<file path="src/rtl/lcdt_pkg.sv">
package lcdt_pkg;
  localparam int PORCH_W = 8;
  localparam int ACT_W   = 11;
  localparam int DIV_W   = 8;
  localparam int CNT_W   = ACT_W + 2;
  localparam int ADDR_W  = 3;
  localparam int DATA_W  = 32;

  typedef enum logic [ADDR_W-1:0] {
    R_CTRL = 3'd0,
    R_HTIM = 3'd1,
    R_VTIM = 3'd2,
    R_SIZE = 3'd3,
    R_POL  = 3'd4,
    R_IRQ  = 3'd5,
    R_PEND = 3'd6
  } reg_sel_e;

  typedef enum logic [1:0] {
    TRG_SYNC_START = 2'd0,
    TRG_SYNC_END   = 2'd1,
    TRG_ACT_START  = 2'd2,
    TRG_FP_START   = 2'd3
  } trig_e;

  typedef struct packed {
    logic [PORCH_W-1:0] sync_m1;
    logic [PORCH_W-1:0] back_m1;
    logic [PORCH_W-1:0] front_m1;
    logic [ACT_W-1:0]   act_m1;
  } axis_cfg_t;

  typedef struct packed {
    logic hs_inv;
    logic vs_inv;
    logic de_inv;
  } pol_t;
endpackage

</file>
<file path="src/rtl/lcdt_regs.sv">
module lcdt_regs
  import lcdt_pkg::*;
(
  input  logic              clk,
  input  logic              rst_n,
  input  logic              wr,
  input  logic [ADDR_W-1:0] addr,
  input  logic [DATA_W-1:0] wdata,
  output logic [DATA_W-1:0] rdata,
  input  logic              pend_set,
  output logic              video_on,
  output logic              frame_on,
  output logic              div_sel,
  output logic [DIV_W-1:0]  div_m1,
  output axis_cfg_t         h_cfg,
  output axis_cfg_t         v_cfg,
  output pol_t              pol,
  output logic              irq_glb,
  output logic              irq_frm,
  output trig_e             irq_sel,
  output logic              pend
);
  logic clr_hit;
  logic unused_wdata;

  assign clr_hit      = wr && (reg_sel_e'(addr) == R_PEND) && wdata[0];
  assign unused_wdata = ^wdata;

  always_ff @(posedge clk or negedge rst_n) begin
    if (!rst_n) begin
      video_on <= 1'b0;
      frame_on <= 1'b0;
      div_sel  <= 1'b0;
      div_m1   <= '0;
      h_cfg    <= '0;
      v_cfg    <= '0;
      pol      <= '0;
      irq_glb  <= 1'b0;
      irq_frm  <= 1'b0;
      irq_sel  <= TRG_SYNC_START;
    end else if (wr) begin
      case (reg_sel_e'(addr))
        R_CTRL: begin
          video_on <= wdata[0];
          frame_on <= wdata[1];
          div_sel  <= wdata[2];
          div_m1   <= wdata[8 +: DIV_W];
        end
        R_HTIM: begin
          h_cfg.sync_m1  <= wdata[0 +: PORCH_W];
          h_cfg.back_m1  <= wdata[8 +: PORCH_W];
          h_cfg.front_m1 <= wdata[16 +: PORCH_W];
        end
        R_VTIM: begin
          v_cfg.sync_m1  <= wdata[0 +: PORCH_W];
          v_cfg.back_m1  <= wdata[8 +: PORCH_W];
          v_cfg.front_m1 <= wdata[16 +: PORCH_W];
        end
        R_SIZE: begin
          h_cfg.act_m1 <= wdata[0 +: ACT_W];
          v_cfg.act_m1 <= wdata[16 +: ACT_W];
        end
        R_POL: begin
          pol.hs_inv <= wdata[0];
          pol.vs_inv <= wdata[1];
          pol.de_inv <= wdata[2];
        end
        R_IRQ: begin
          irq_glb <= wdata[0];
          irq_frm <= wdata[1];
          irq_sel <= trig_e'(wdata[5:4]);
        end
        default: ;
      endcase
    end
  end

  // Pending flag: a new event wins over a clear in the same cycle.
  always_ff @(posedge clk or negedge rst_n) begin
    if (!rst_n) pend <= 1'b0;
    else        pend <= pend_set | (pend & ~clr_hit);
  end

  always_comb begin
    rdata = '0;
    case (reg_sel_e'(addr))
      R_CTRL: begin
        rdata[0]          = video_on;
        rdata[1]          = frame_on;
        rdata[2]          = div_sel;
        rdata[8 +: DIV_W] = div_m1;
      end
      R_HTIM: begin
        rdata[0 +: PORCH_W]  = h_cfg.sync_m1;
        rdata[8 +: PORCH_W]  = h_cfg.back_m1;
        rdata[16 +: PORCH_W] = h_cfg.front_m1;
      end
      R_VTIM: begin
        rdata[0 +: PORCH_W]  = v_cfg.sync_m1;
        rdata[8 +: PORCH_W]  = v_cfg.back_m1;
        rdata[16 +: PORCH_W] = v_cfg.front_m1;
      end
      R_SIZE: begin
        rdata[0 +: ACT_W]  = h_cfg.act_m1;
        rdata[16 +: ACT_W] = v_cfg.act_m1;
      end
      R_POL: begin
        rdata[0] = pol.hs_inv;
        rdata[1] = pol.vs_inv;
        rdata[2] = pol.de_inv;
      end
      R_IRQ: begin
        rdata[0]   = irq_glb;
        rdata[1]   = irq_frm;
        rdata[5:4] = irq_sel;
      end
      R_PEND:  rdata[0] = pend;
      default: ;
    endcase
  end

  // a write of 1 clears the flag when no event collides
  a_r11_w1c_clears: assert property (@(posedge clk) disable iff (!rst_n)
    (clr_hit && !pend_set) |=> !pend);
  // without a clearing write the flag holds
  a_r11_flag_holds: assert property (@(posedge clk) disable iff (!rst_n)
    (pend && !clr_hit) |=> pend);
endmodule

</file>
<file path="src/rtl/lcdt_pixdiv.sv">
module lcdt_pixdiv #(
  parameter int DIV_W = 8
) (
  input  logic             clk,
  input  logic             rst_n,
  input  logic             run,
  input  logic             use_div,
  input  logic [DIV_W-1:0] div_m1,
  output logic             tick
);
  localparam logic [DIV_W-1:0] STEP = {{(DIV_W-1){1'b0}}, 1'b1};

  logic [DIV_W-1:0] cnt_q;
  logic             at_end;

  assign at_end = (cnt_q >= div_m1);
  assign tick   = run & (~use_div | at_end);

  always_ff @(posedge clk or negedge rst_n) begin
    if (!rst_n)                          cnt_q <= '0;
    else if (!run || !use_div || at_end) cnt_q <= '0;
    else                                 cnt_q <= cnt_q + STEP;
  end

  // a ratio above one never ticks on two consecutive cycles
  a_r5_tick_gap: assert property (@(posedge clk) disable iff (!rst_n)
    (tick && run && use_div && (div_m1 != '0) && $stable(div_m1) && $past(run) && $past(use_div))
      |=> !tick);
endmodule

</file>
<file path="src/rtl/lcdt_axis.sv">
module lcdt_axis
  import lcdt_pkg::*;
(
  input  logic             clk,
  input  logic             rst_n,
  input  logic             clr,
  input  logic             adv,
  input  axis_cfg_t        cfg,
  input  trig_e            mark_sel,
  output logic [CNT_W-1:0] cnt,
  output logic             in_sync,
  output logic             in_act,
  output logic             at_last,
  output logic             at_mark
);
  localparam logic [CNT_W-1:0] STEP = {{(CNT_W-1){1'b0}}, 1'b1};

  logic [CNT_W-1:0] pos_bp, pos_act, pos_fp, pos_last, mark_pos;

  assign pos_bp   = CNT_W'(cfg.sync_m1) + STEP;
  assign pos_act  = pos_bp + CNT_W'(cfg.back_m1) + STEP;
  assign pos_fp   = pos_act + CNT_W'(cfg.act_m1) + STEP;
  assign pos_last = pos_fp + CNT_W'(cfg.front_m1);

  assign in_sync = (cnt < pos_bp);
  assign in_act  = (cnt >= pos_act) && (cnt < pos_fp);
  assign at_last = (cnt >= pos_last);

  always_comb begin
    case (mark_sel)
      TRG_SYNC_START: mark_pos = '0;
      TRG_SYNC_END:   mark_pos = pos_bp;
      TRG_ACT_START:  mark_pos = pos_act;
      default:        mark_pos = pos_fp;
    endcase
  end
  assign at_mark = (cnt == mark_pos);

  always_ff @(posedge clk or negedge rst_n) begin
    if (!rst_n)   cnt <= '0;
    else if (clr) cnt <= '0;
    else if (adv) cnt <= at_last ? '0 : cnt + STEP;
  end

  // wrap to zero after the last position
  a_r2_wrap: assert property (@(posedge clk) disable iff (!rst_n)
    (adv && at_last && !clr) |=> (cnt == '0));
  // otherwise step by one
  a_r2_step: assert property (@(posedge clk) disable iff (!rst_n)
    (adv && !at_last && !clr) |=> (cnt == $past(cnt) + STEP));
endmodule

</file>
<file path="src/rtl/lcd_timing_gen.sv">
module lcd_timing_gen
  import lcdt_pkg::*;
(
  input  logic              clk,
  input  logic              rst_n,
  input  logic              reg_wr,
  input  logic [ADDR_W-1:0] reg_addr,
  input  logic [DATA_W-1:0] reg_wdata,
  output logic [DATA_W-1:0] reg_rdata,
  output logic              pix_ce,
  output logic              hsync_o,
  output logic              vsync_o,
  output logic              de_o,
  output logic [CNT_W-1:0]  h_cnt,
  output logic [CNT_W-1:0]  v_cnt,
  output logic              irq_o
);
  logic             video_on, frame_on, div_sel, irq_glb, irq_frm, pend;
  logic [DIV_W-1:0] div_m1;
  axis_cfg_t        h_cfg, v_cfg;
  pol_t             pol;
  trig_e            irq_sel;

  logic tick, frame_live, running;
  logic h_adv, v_adv, frame_end, evt;
  logic h_sync, h_act, h_last, h_mark;
  logic v_sync, v_act, v_last, v_mark;
  logic hs_act, vs_act, de_act;

  lcdt_regs u_regs (
    .clk(clk), .rst_n(rst_n), .wr(reg_wr), .addr(reg_addr), .wdata(reg_wdata),
    .rdata(reg_rdata), .pend_set(evt), .video_on(video_on), .frame_on(frame_on),
    .div_sel(div_sel), .div_m1(div_m1), .h_cfg(h_cfg), .v_cfg(v_cfg), .pol(pol),
    .irq_glb(irq_glb), .irq_frm(irq_frm), .irq_sel(irq_sel), .pend(pend)
  );

  lcdt_pixdiv #(.DIV_W(DIV_W)) u_div (
    .clk(clk), .rst_n(rst_n), .run(video_on), .use_div(div_sel),
    .div_m1(div_m1), .tick(tick)
  );

  assign running   = video_on & frame_live;
  assign h_adv     = running & tick;
  assign v_adv     = h_adv & h_last;
  assign frame_end = v_adv & v_last;

  lcdt_axis u_hax (
    .clk(clk), .rst_n(rst_n), .clr(~video_on), .adv(h_adv), .cfg(h_cfg),
    .mark_sel(TRG_SYNC_START), .cnt(h_cnt), .in_sync(h_sync), .in_act(h_act),
    .at_last(h_last), .at_mark(h_mark)
  );

  lcdt_axis u_vax (
    .clk(clk), .rst_n(rst_n), .clr(~video_on), .adv(v_adv), .cfg(v_cfg),
    .mark_sel(irq_sel), .cnt(v_cnt), .in_sync(v_sync), .in_act(v_act),
    .at_last(v_last), .at_mark(v_mark)
  );

  // Frame enable is sampled while idle, or at the close of each frame.
  always_ff @(posedge clk or negedge rst_n) begin
    if (!rst_n)                    frame_live <= 1'b0;
    else if (!video_on)            frame_live <= 1'b0;
    else if (!frame_live && tick)  frame_live <= frame_on;
    else if (frame_end)            frame_live <= frame_on;
  end

  assign hs_act = running & h_sync;
  assign vs_act = running & v_sync;
  assign de_act = running & h_act & v_act;

  assign hsync_o = hs_act ^ ~pol.hs_inv;
  assign vsync_o = vs_act ^ ~pol.vs_inv;
  assign de_o    = de_act ^ pol.de_inv;
  assign pix_ce  = tick;

  assign evt   = h_adv & h_mark & v_mark & irq_frm;
  assign irq_o = pend & irq_glb;

  // with video disabled the counters sit at zero next cycle
  a_r8_idle_zero: assert property (@(posedge clk) disable iff (!rst_n)
    !video_on |=> (h_cnt == '0 && v_cnt == '0));
  // the raster only stops at the origin
  a_r9_stop_origin: assert property (@(posedge clk) disable iff (!rst_n)
    (video_on && $past(video_on) && $fell(frame_live)) |-> (h_cnt == '0 && v_cnt == '0));
  // vsync begins at pixel 0
  a_r3_vs_at_pixel0: assert property (@(posedge clk) disable iff (!rst_n)
    $rose(vs_act) |-> (h_cnt == '0));
  // data-enable never overlaps a sync interval
  a_r4_de_outside_sync: assert property (@(posedge clk) disable iff (!rst_n)
    de_act |-> (!hs_act && !vs_act));
  // pending rises only after a trigger event
  a_r10_pend_cause: assert property (@(posedge clk) disable iff (!rst_n)
    $rose(pend) |-> $past(evt));
endmodule

</file>
<file path="config.mk">
export PLATFORM = sky130hd
export DESIGN_NAME = lcd_timing_gen
export DESIGN_NICKNAME = d
export VERILOG_FILES = /design/src/rtl/lcdt_pkg.sv /design/src/rtl/lcdt_regs.sv /design/src/rtl/lcdt_pixdiv.sv /design/src/rtl/lcdt_axis.sv /design/src/rtl/lcd_timing_gen.sv
export SDC_FILE = /design/constraint.sdc
export NUM_CORES = 1
export LEC_CHECK = 0
export BUFFER_PORTS_ARGS = -buffer_cell sky130_fd_sc_hd__buf_2
export CAP_MARGIN = 25
export CORE_MARGIN = 2
export CORE_UTILIZATION = 46
export DETAILED_ROUTE_END_ITERATION = 6
export SKIP_LAST_GASP = 1
export SYNTH_ARGS = -nofsm -noshare
export SYNTH_HDL_FRONTEND = slang
export SYNTH_HIERARCHICAL = 1
export SYNTH_SLANG_ARGS = --single-unit
</file>
<file path="constraint.sdc">
create_clock -name clk -period 7.67 [get_ports clk]
set_input_delay 0.3835 -clock clk [delete_from_list [all_inputs] [get_ports clk]]
set_output_delay 0.3835 -clock clk [all_outputs]
set_load 0.005 [all_outputs]
</file>
==> flow_summary_export.csv, run 1 <==
group,metric,value,unit
setup_path,r2r_start,"u_regs/h_cfg[28]$_DFFE_PN0P_",
die,start_util,46.9,%
setup_path,rrSetupSlack,0.55,ns
global_route,overflow,0,
finish,n_antenna_cell,0,
routing,dr_total_vias,10400,
die,dieArea,27900,um2
placed_design,hpwl,26900,um
logic_synthesis,synth_seq_cells,124,
hold_path,min-delay-start,"reg_wdata[26]",
sta,fin_hold_ws,0.184,ns
logic_synthesis,yosysSeqAreaShare,25.3,%
global_route,grt_pass1_vias,9777,
die,fp.dieH,167,um
finish,nets,1593,
setup_path,path_class,"register to register",
die,coreArea,26100,um2
placed_design,place.port_buffers,90,
run_status,outcome,"finished with violations",
logic_synthesis,yosys.area.top_type,"dfrtp_1",
flow_run,maxCapViolCount,0,
sta,skew,0.0151,ns
finish,drive_gt1_share,20.0,%
setup_path,cp-end-kind,"register",
power_and_ir_drop,leakage,6.61,nW
setup_path,cp_slowest_cell,"dfrtp_1",
global_route,grt_max_degree,72,
routing,drc,6,
clock_network,tritoncts.num_buffers,17,
hold_path,min_path_type,"primary input to register",
setup_path,r2r_cells,32,
routing,drtIter0Drc,940,
die,num_io_pins,101,
finish,final_util,51.8,%
sta,slew_violations,0,
logic_synthesis,synthAdderAreaFrac,16.6,%
placed_design,gp_congestion,0.890,
die,rows,59,
setup_path,cpMostUsedCell,"ha_1",
global_route,gr-usage-all-layers,25.4,%
clock_network,clk_latency,0.43,ns
logic_synthesis,synth_most_common_cell,"ha_1",
setup_path,path_buf_inv,1,
sta,rsz0062_at_grt,"no",
logic_synthesis,synth_compound_area_share,18.0,%
clock_network,cts_buffer_depth,2,
routing,postRouteAntennaNets,0,
clock_network,cts_root_buf,"clkbuf_16",
sta,finalHoldViolCount,0,
routing,routedWlPerCell,20.5,um
logic_synthesis,synth_top_family_by_area,"compound AO/OA/AOI/OAI gates",
sta,maxSlewHeadroom,19.6,%
clock_network,tritoncts,"yes",
power_and_ir_drop,ir_worst_vdd,0.247,mV
finish,n_fill_cell,2504,
setup_path,crit_path_start_kind,"register",
logic_synthesis,synth-edff-count,0,
logic_synthesis,syn-cell-area,12200,um2
sta,worst_pin_slew,1.18,ns
logic_synthesis,synthMuxAreaShare,12.9,%
routing,first_pass_iters,7,
clock_network,htree_levels,4,
hold_path,worstHoldEndpoint,"u_regs/v_cfg[10]$_DFFE_PN0P_",
logic_synthesis,async_reset_ff_share,100,%
sta,fmax,140,MHz
global_route,grt_first_pass_wirelength,55600,um
logic_synthesis,synth_common_cells,"ha_1 (153), dfrtp_1 (124), mux2_2 (85), inv_1 (82), nor2_1 (76)",
clock_network,clk_pin_slew,0.07,ns
sta,period_share,92.9,%
setup_path,crit_family,"compound AO/OA/AOI/OAI gates",
setup_path,crit_path_max_fanout,23,
power_and_ir_drop,powerDensity,482,nW/um2
clock_network,post_cts_buffers,0,
hold_path,hold_path_depth,2,
routing,wl,35800,um
finish,area_growth,10.6,%
logic_synthesis,synthTopCellsByArea,"dfrtp_1 (25%), ha_1 (16%), mux2_2 (7.8%)",
logic_synthesis,syn_area_per_cell,9.31,um2
setup_path,r2r-end,"u_vax/cnt[3]$_DFFE_PN0P_",
routing,viasPerCell,5.97,
logic_synthesis,synth_cell_types,93,
setup_path,worstPathRequired,7.96,ns
logic_synthesis,synth-simple-area-share,15.7,%
setup_path,crit_path_max_incr_delay,0.41,ns
logic_synthesis,ys.flop_type,"dfrtp_1",
logic_synthesis,synthCells,1315,
setup_path,arrival,7.41,ns
sta,fin_crit,7.12,ns
die,dieWidth,167,um
clock_network,cts_sinks,124,
logic_synthesis,yosysTopAreaCellShare,25.3,%
run_status,failed_checks,"design-rule violations",
global_route,antenna_found_initial,0,
sta,setup_viol,0,
logic_synthesis,ys_warn_count,6,
sta,fin_tns_setup,0,ns
logic_synthesis,synth-xor-area-share,5.90,%
cells by family (layout without fill, tap and decap cells):
family | count (synthesis) | after routing
flops | 124 | 124
fa+ha+maj | 159 | 159
other cells | 4 | 16
mux | 133 | 133
buf+inv | 142 | 224
simple gates | 351 | 351
xor+xnor | 80 | 80
compound gates | 322 | 322
where the power goes:
group          switching (mW)  internal [mW]
registers               0.168          0.760
logic                    2.65           2.10
clock network           0.381          0.465
metal layers:
layer | up-vias | track usage, % | part of all wire, %
met1 | 5098 | 36.7 | 49
met2 | 297 | 40.5 | 45
li1 | 4972 | - | -
met5 | - | 0 | 0
met3 | 42 | 3.07 | 4.5
met4 | 0 | 6.73 | 1.9
timing repair:
item	in CTS	in global routing
setup endpoints to repair	0	13
gates resized for setup	0	2
endpoints found under the hold margin	53	0
hold buffers	1	0
cells in the final DEF (no fill, tap or decap), types with 10 or more instances in the layout:
master       n
a211oi_1    13
a21o_1      30
a21oi_1     75
a22oi_1     14
a31oi_1     28
and3_1      24
buf_2       89
buf_4       14
clkbuf_16   17
conb_1      16
dfrtp_1    124
ha_1       153
inv_1       82
mux2_2      85
mux2_4      20
mux2i_1     21
nand2_1     57
nand2b_1    31
nand3_1     34
nor2_1      76
nor2b_1     32
nor3_1      16
nor3b_1     10
o21a_1      30
o21ai_0     41
xnor2_1     41
xor2_1      36
stage by stage:
| step | power, mW | std cells | worst slack (ns) | cell area, um2 |
|---|---|---|---|---|
| 4_1_cts | 6.47 | 1744 | 0.333 | 13500 |
| 3_5_place_dp | 5.57 | 1711 | 0.339 | 12900 |
| 3_3_place_gp | 5.50 | 1710 | 0.468 | 12900 |
| 2_1_floorplan | 4.52 | 1327 | 1.22 | 12300 |
| 6_report | 6.52 | 1744 | 0.546 | 13500 |
| 5_1_grt | 7.13 | 1744 | 0.0637 | 13500 |
final cells by class:
| class | instances | area (um2) | share of cell area, % |
|---|---|---|---|
| repair buffers | 106 | 583 | 4.30 |
| well taps | 335 | 419 | 3.09 |
| clock buffers | 17 | 425 | 3.14 |
| clock inverters | 15 | 171 | 1.27 |
| multi-input cells | 1061 | 8520 | 62.9 |
| inverters | 86 | 323 | 2.38 |
| flip-flops and latches | 124 | 3100 | 22.9 |
worst max path at each step:
stage                                             from                         to  slack, ns  depth (start not counted)
after CTS                 u_regs/h_cfg[28]$_DFFE_PN0P_   u_vax/cnt[3]$_DFFE_PN0P_       0.33                         32
after global routing      u_regs/h_cfg[28]$_DFFE_PN0P_  u_vax/cnt[11]$_DFFE_PN0P_       0.06                         32
after global placement    u_regs/h_cfg[28]$_DFFE_PN0P_   u_vax/cnt[3]$_DFFE_PN0P_       0.47                         32
final                     u_regs/h_cfg[28]$_DFFE_PN0P_   u_vax/cnt[3]$_DFFE_PN0P_       0.55                         32
after floorplan           u_regs/h_cfg[27]$_DFFE_PN0P_   u_vax/cnt[7]$_DFFE_PN0P_       1.22                         34
after detailed placement  u_regs/h_cfg[28]$_DFFE_PN0P_   u_vax/cnt[3]$_DFFE_PN0P_       0.34                         32
state kept, by name (all words and copies together), names as in the netlist, 2 cells and up:
register,count
u_regs/h_cfg,35
u_regs/irq_sel,2
u_regs/v_cfg,35
u_regs/pol,3
u_vax/cnt,13
u_regs/div_m1,8
u_hax/cnt,13
u_div/cnt_q,8
Power figures use the tool's default switching activity.
==> inputs of run 2 (changes only) <==
--- a/config.mk
+++ b/config.mk
@@ -10,8 +10,8 @@
 export CORE_MARGIN = 2
 export CORE_UTILIZATION = 46
 export DETAILED_ROUTE_END_ITERATION = 6
+export PLACE_DENSITY_LB_ADDON = 0.25
 export SKIP_LAST_GASP = 1
 export SYNTH_ARGS = -nofsm -noshare
 export SYNTH_HDL_FRONTEND = slang
-export SYNTH_HIERARCHICAL = 1
 export SYNTH_SLANG_ARGS = --single-unit
==> run 2 against run 1 <==
  * Non-clock buffer count is 4 lower
  * The flow finishes with violations (negative hold slack)
  * Highest routed layer unchanged
  * Synthesized cell count shrank 8.9%
  * Largest cell class unchanged
  * Critical endpoint is now de_o
  * Clock power shrank 3.0%
  * Flip-flop and latch count unchanged
  * Via count down 11%
  * Largest power group unchanged
==> flow_summary_export.csv, run 2 <==
group,metric,value,unit
run_status,outcome,"finished with violations",
run_status,failed_checks,"negative hold slack",
finish,top_regs,"u_regs.h_cfg x35, u_regs.v_cfg x35",
placed_design,gp_congestion,0.888,
die,num_io_pins,101,
routing,viasPerCell,5.75,
finish,mostFrequentLayoutCells,"ha_1 (152), dfrtp_1 (124), inv_1 (99)",
routing,wl_met1,15000,um
sta,setup_viol,0,
finish,area_growth,12.1,%
setup_path,path_class,"register to output pin",
placed_design,hpwl,24400,um
routing,wl_met2,14100,um
logic_synthesis,synthCells,1198,
logic_synthesis,synth_cell_types,69,
flow_run,maxCapViolCount,0,
sta,rsz0062_at_grt,"no",
logic_synthesis,synth_common_cells,"ha_1 (152), dfrtp_1 (124), inv_1 (99), mux2_2 (89), o21ai_0 (86)",
die,dieArea,25200,um2
sta,maxSlewHeadroom,38.9,%
die,dieWidth,159,um
logic_synthesis,ys_warn_count,0,
die,rows,56,
die,coreArea,23500,um2
logic_synthesis,synthTopCellsByArea,"dfrtp_1 (28%), ha_1 (17%), mux2_2 (9.1%)",
logic_synthesis,ys.flop_type,"dfrtp_1",
finish,final_common_cell,"ha_1",
power_and_ir_drop,leakage,6.14,nW
clock_network,cts_buffer_depth,2,
routing,postRouteAntennaNets,0,
setup_path,crit_path_start_kind,"register",
sta,worst_pin_slew,0.916,ns
logic_synthesis,yosysTopAreaCellShare,28.2,%
logic_synthesis,syn-cell-area,11000,um2
routing,first_pass_iters,5,
global_route,grt_pass1_vias,8984,
clock_network,ctsResizeCount,0,
clock_network,cts_root_buf,"clkbuf_16",
finish,n_antenna_cell,0,
setup_path,cp_slowest_cell,"dfrtp_1",
clock_network,ctsHoldBuffers,0,
setup_path,worstPathRequired,7.29,ns
clock_network,tritoncts.num_buffers,17,
finish,nets,1478,
setup_path,arrival,6.62,ns
global_route,grt_max_degree,74,
routing,wl,31600,um
die,start_util,46.9,%
sta,fin_tns_setup,0,ns
sta,fin_hold_ws,-0.0539,ns
finish,final_util,52.6,%
routing,dr_total_vias,9286,
logic_synthesis,synth-edff-count,0,
sta,finalHoldViolCount,21,
logic_synthesis,async_reset_ff_share,100,%
sta,period_share,91.4,%
global_route,overflow,0,
routing,drc,0,
setup_path,crit_path_max_incr_delay,0.50,ns
power_and_ir_drop,powerDensity,462,nW/um2
routing,routedWlPerCell,19.6,um
clock_network,post_cts_buffers,0,
global_route,gr-usage-all-layers,25.1,%
logic_synthesis,synth_most_common_cell,"ha_1",
global_route,antenna_found_initial,0,
clock_network,htree_levels,4,
clock_network,clk_pin_slew,0.06,ns
logic_synthesis,synth_seq_cells,124,
power_and_ir_drop,ir_worst_vdd,0.305,mV
sta,slew_violations,0,
clock_network,tritoncts,"yes",
sta,fmax,143,MHz
logic_synthesis,syn_area_per_cell,9.19,um2
sta,worst_slack,0.662,ns
hold_path,min_path_type,"primary input to async pin",
setup_path,cp-end-kind,"output pin",
placed_design,place.port_buffers,90,
die,fp.dieH,159,um
routing,top_layer_used,"met4",
logic_synthesis,yosysSeqAreaShare,28.2,%
placed_design,pre_cts_slack,0.837,ns
finish,n_fill_cell,2212,
clock_network,clk_latency,0.43,ns
routing,drtIter0Drc,705,
global_route,grt_first_pass_wirelength,49800,um
finish,drive_gt1_share,18.6,%
setup_path,crit_path_max_fanout,7,
sta,skew,0.00972,ns
logic_synthesis,yosys.area.top_type,"dfrtp_1",
routing,dr_wl_met3,1700,um
sta,fin_crit,7.01,ns
clock_network,cts_sinks,124,
-- run 2: cell count changes after synthesis, sizes merged, moves of 7 or more --
cell | before | now
a21oi | 76 | 56
nand2 | 58 | 66
o21a | 30 | 20
xor2 | 37 | 30
a31oi | 28 | 7
clkbuf | 26 | 18
nand3 | 34 | 26
a211oi | 16 | 9
o21ai | 47 | 87
nand2b | 32 | 18
mux2 | 109 | 89
nor2b | 32 | 20
inv | 86 | 99
-- run 2: routing by layer --
| metal | global-route usage [%] | vias up |
|---|---|---|
| li1 | - | 4458 |
| met1 | 35.5 | 4487 |
| met2 | 39.3 | 290 |
| met3 | 4.15 | 51 |
| met4 | 7.92 | 0 |
| met5 | 0 | - |
-- run 2: cell families after synthesis --
group / synth area share, %
simple gates: 14.1
compound gates: 16.1
fa+ha+maj: 18.4
buf+inv: 5.61
flops: 28.2
mux: 11.7
xor+xnor: 5.88
other cells: 0.0682
-- run 2: where the power goes --
group	leakage [nW]	internal [mW]	switching (mW)
logic	4.29	1.78	2.19
registers	1.56	0.760	0.153
clock network	0.290	0.483	0.337
total	6.14	3.02	2.68
-- run 2: final cells by class --
cell class	instances	area, um2	share of cell area [%]
tap	319	399	3.23
clock inverter	15	164	1.33
timing repair buffer	102	547	4.43
multi-input combinational	937	7330	59.4
clock buffer	17	425	3.45
sequential	124	3100	25.1
inverter	100	375	3.04
-- run 2: final timing paths --
| path | startpoint | end | slack (ns) | cells after the start |
|---|---|---|---|---|
| min in group clk | reg_wdata[26] | u_regs.v_cfg[10]$_DFFE_PN0P_ | 0.18 | 2 |
| hold reg to reg | u_regs.v_cfg[10]$_DFFE_PN0P_ | u_regs.v_cfg[10]$_DFFE_PN0P_ | 0.51 | 1 |
| setup / recovery | u_regs.v_cfg[29]$_DFFE_PN0P_ | de_o | 0.66 | 26 |
| hold / removal | rst_n | u_div.cnt_q[6]$_DFF_PN0_ | -0.05 | 1 |
| max in group asynchronous | rst_n | u_hax.cnt[6]$_DFFE_PN0P_ | 6.51 | 2 |
| setup reg to reg | u_regs.v_cfg[27]$_DFFE_PN0P_ | u_vax.cnt[11]$_DFFE_PN0P_ | 0.78 | 29 |
-- run 2: per-stage QoR --
step	total power [mW]	cells	hold WS, ns	cell area (um2)
floorplan	3.98	1203	0.0879	11000
global placement	4.71	1582	0.471	11800
detailed placement	4.82	1582	0.461	11800
CTS	5.68	1614	0.00225	12300
global route	6.27	1614	0.0320	12300
finish	5.70	1614	-0.0539	12300
-- run 2: critical path, delay by kind of cell, from the launching register on --
family	cells	cell delay (ns)
buf+inv	3	0.34
flops	1	0.50
compound gates	9	2.00
fa+ha+maj	3	1.02
xor+xnor	3	1.07
simple gates	8	1.26
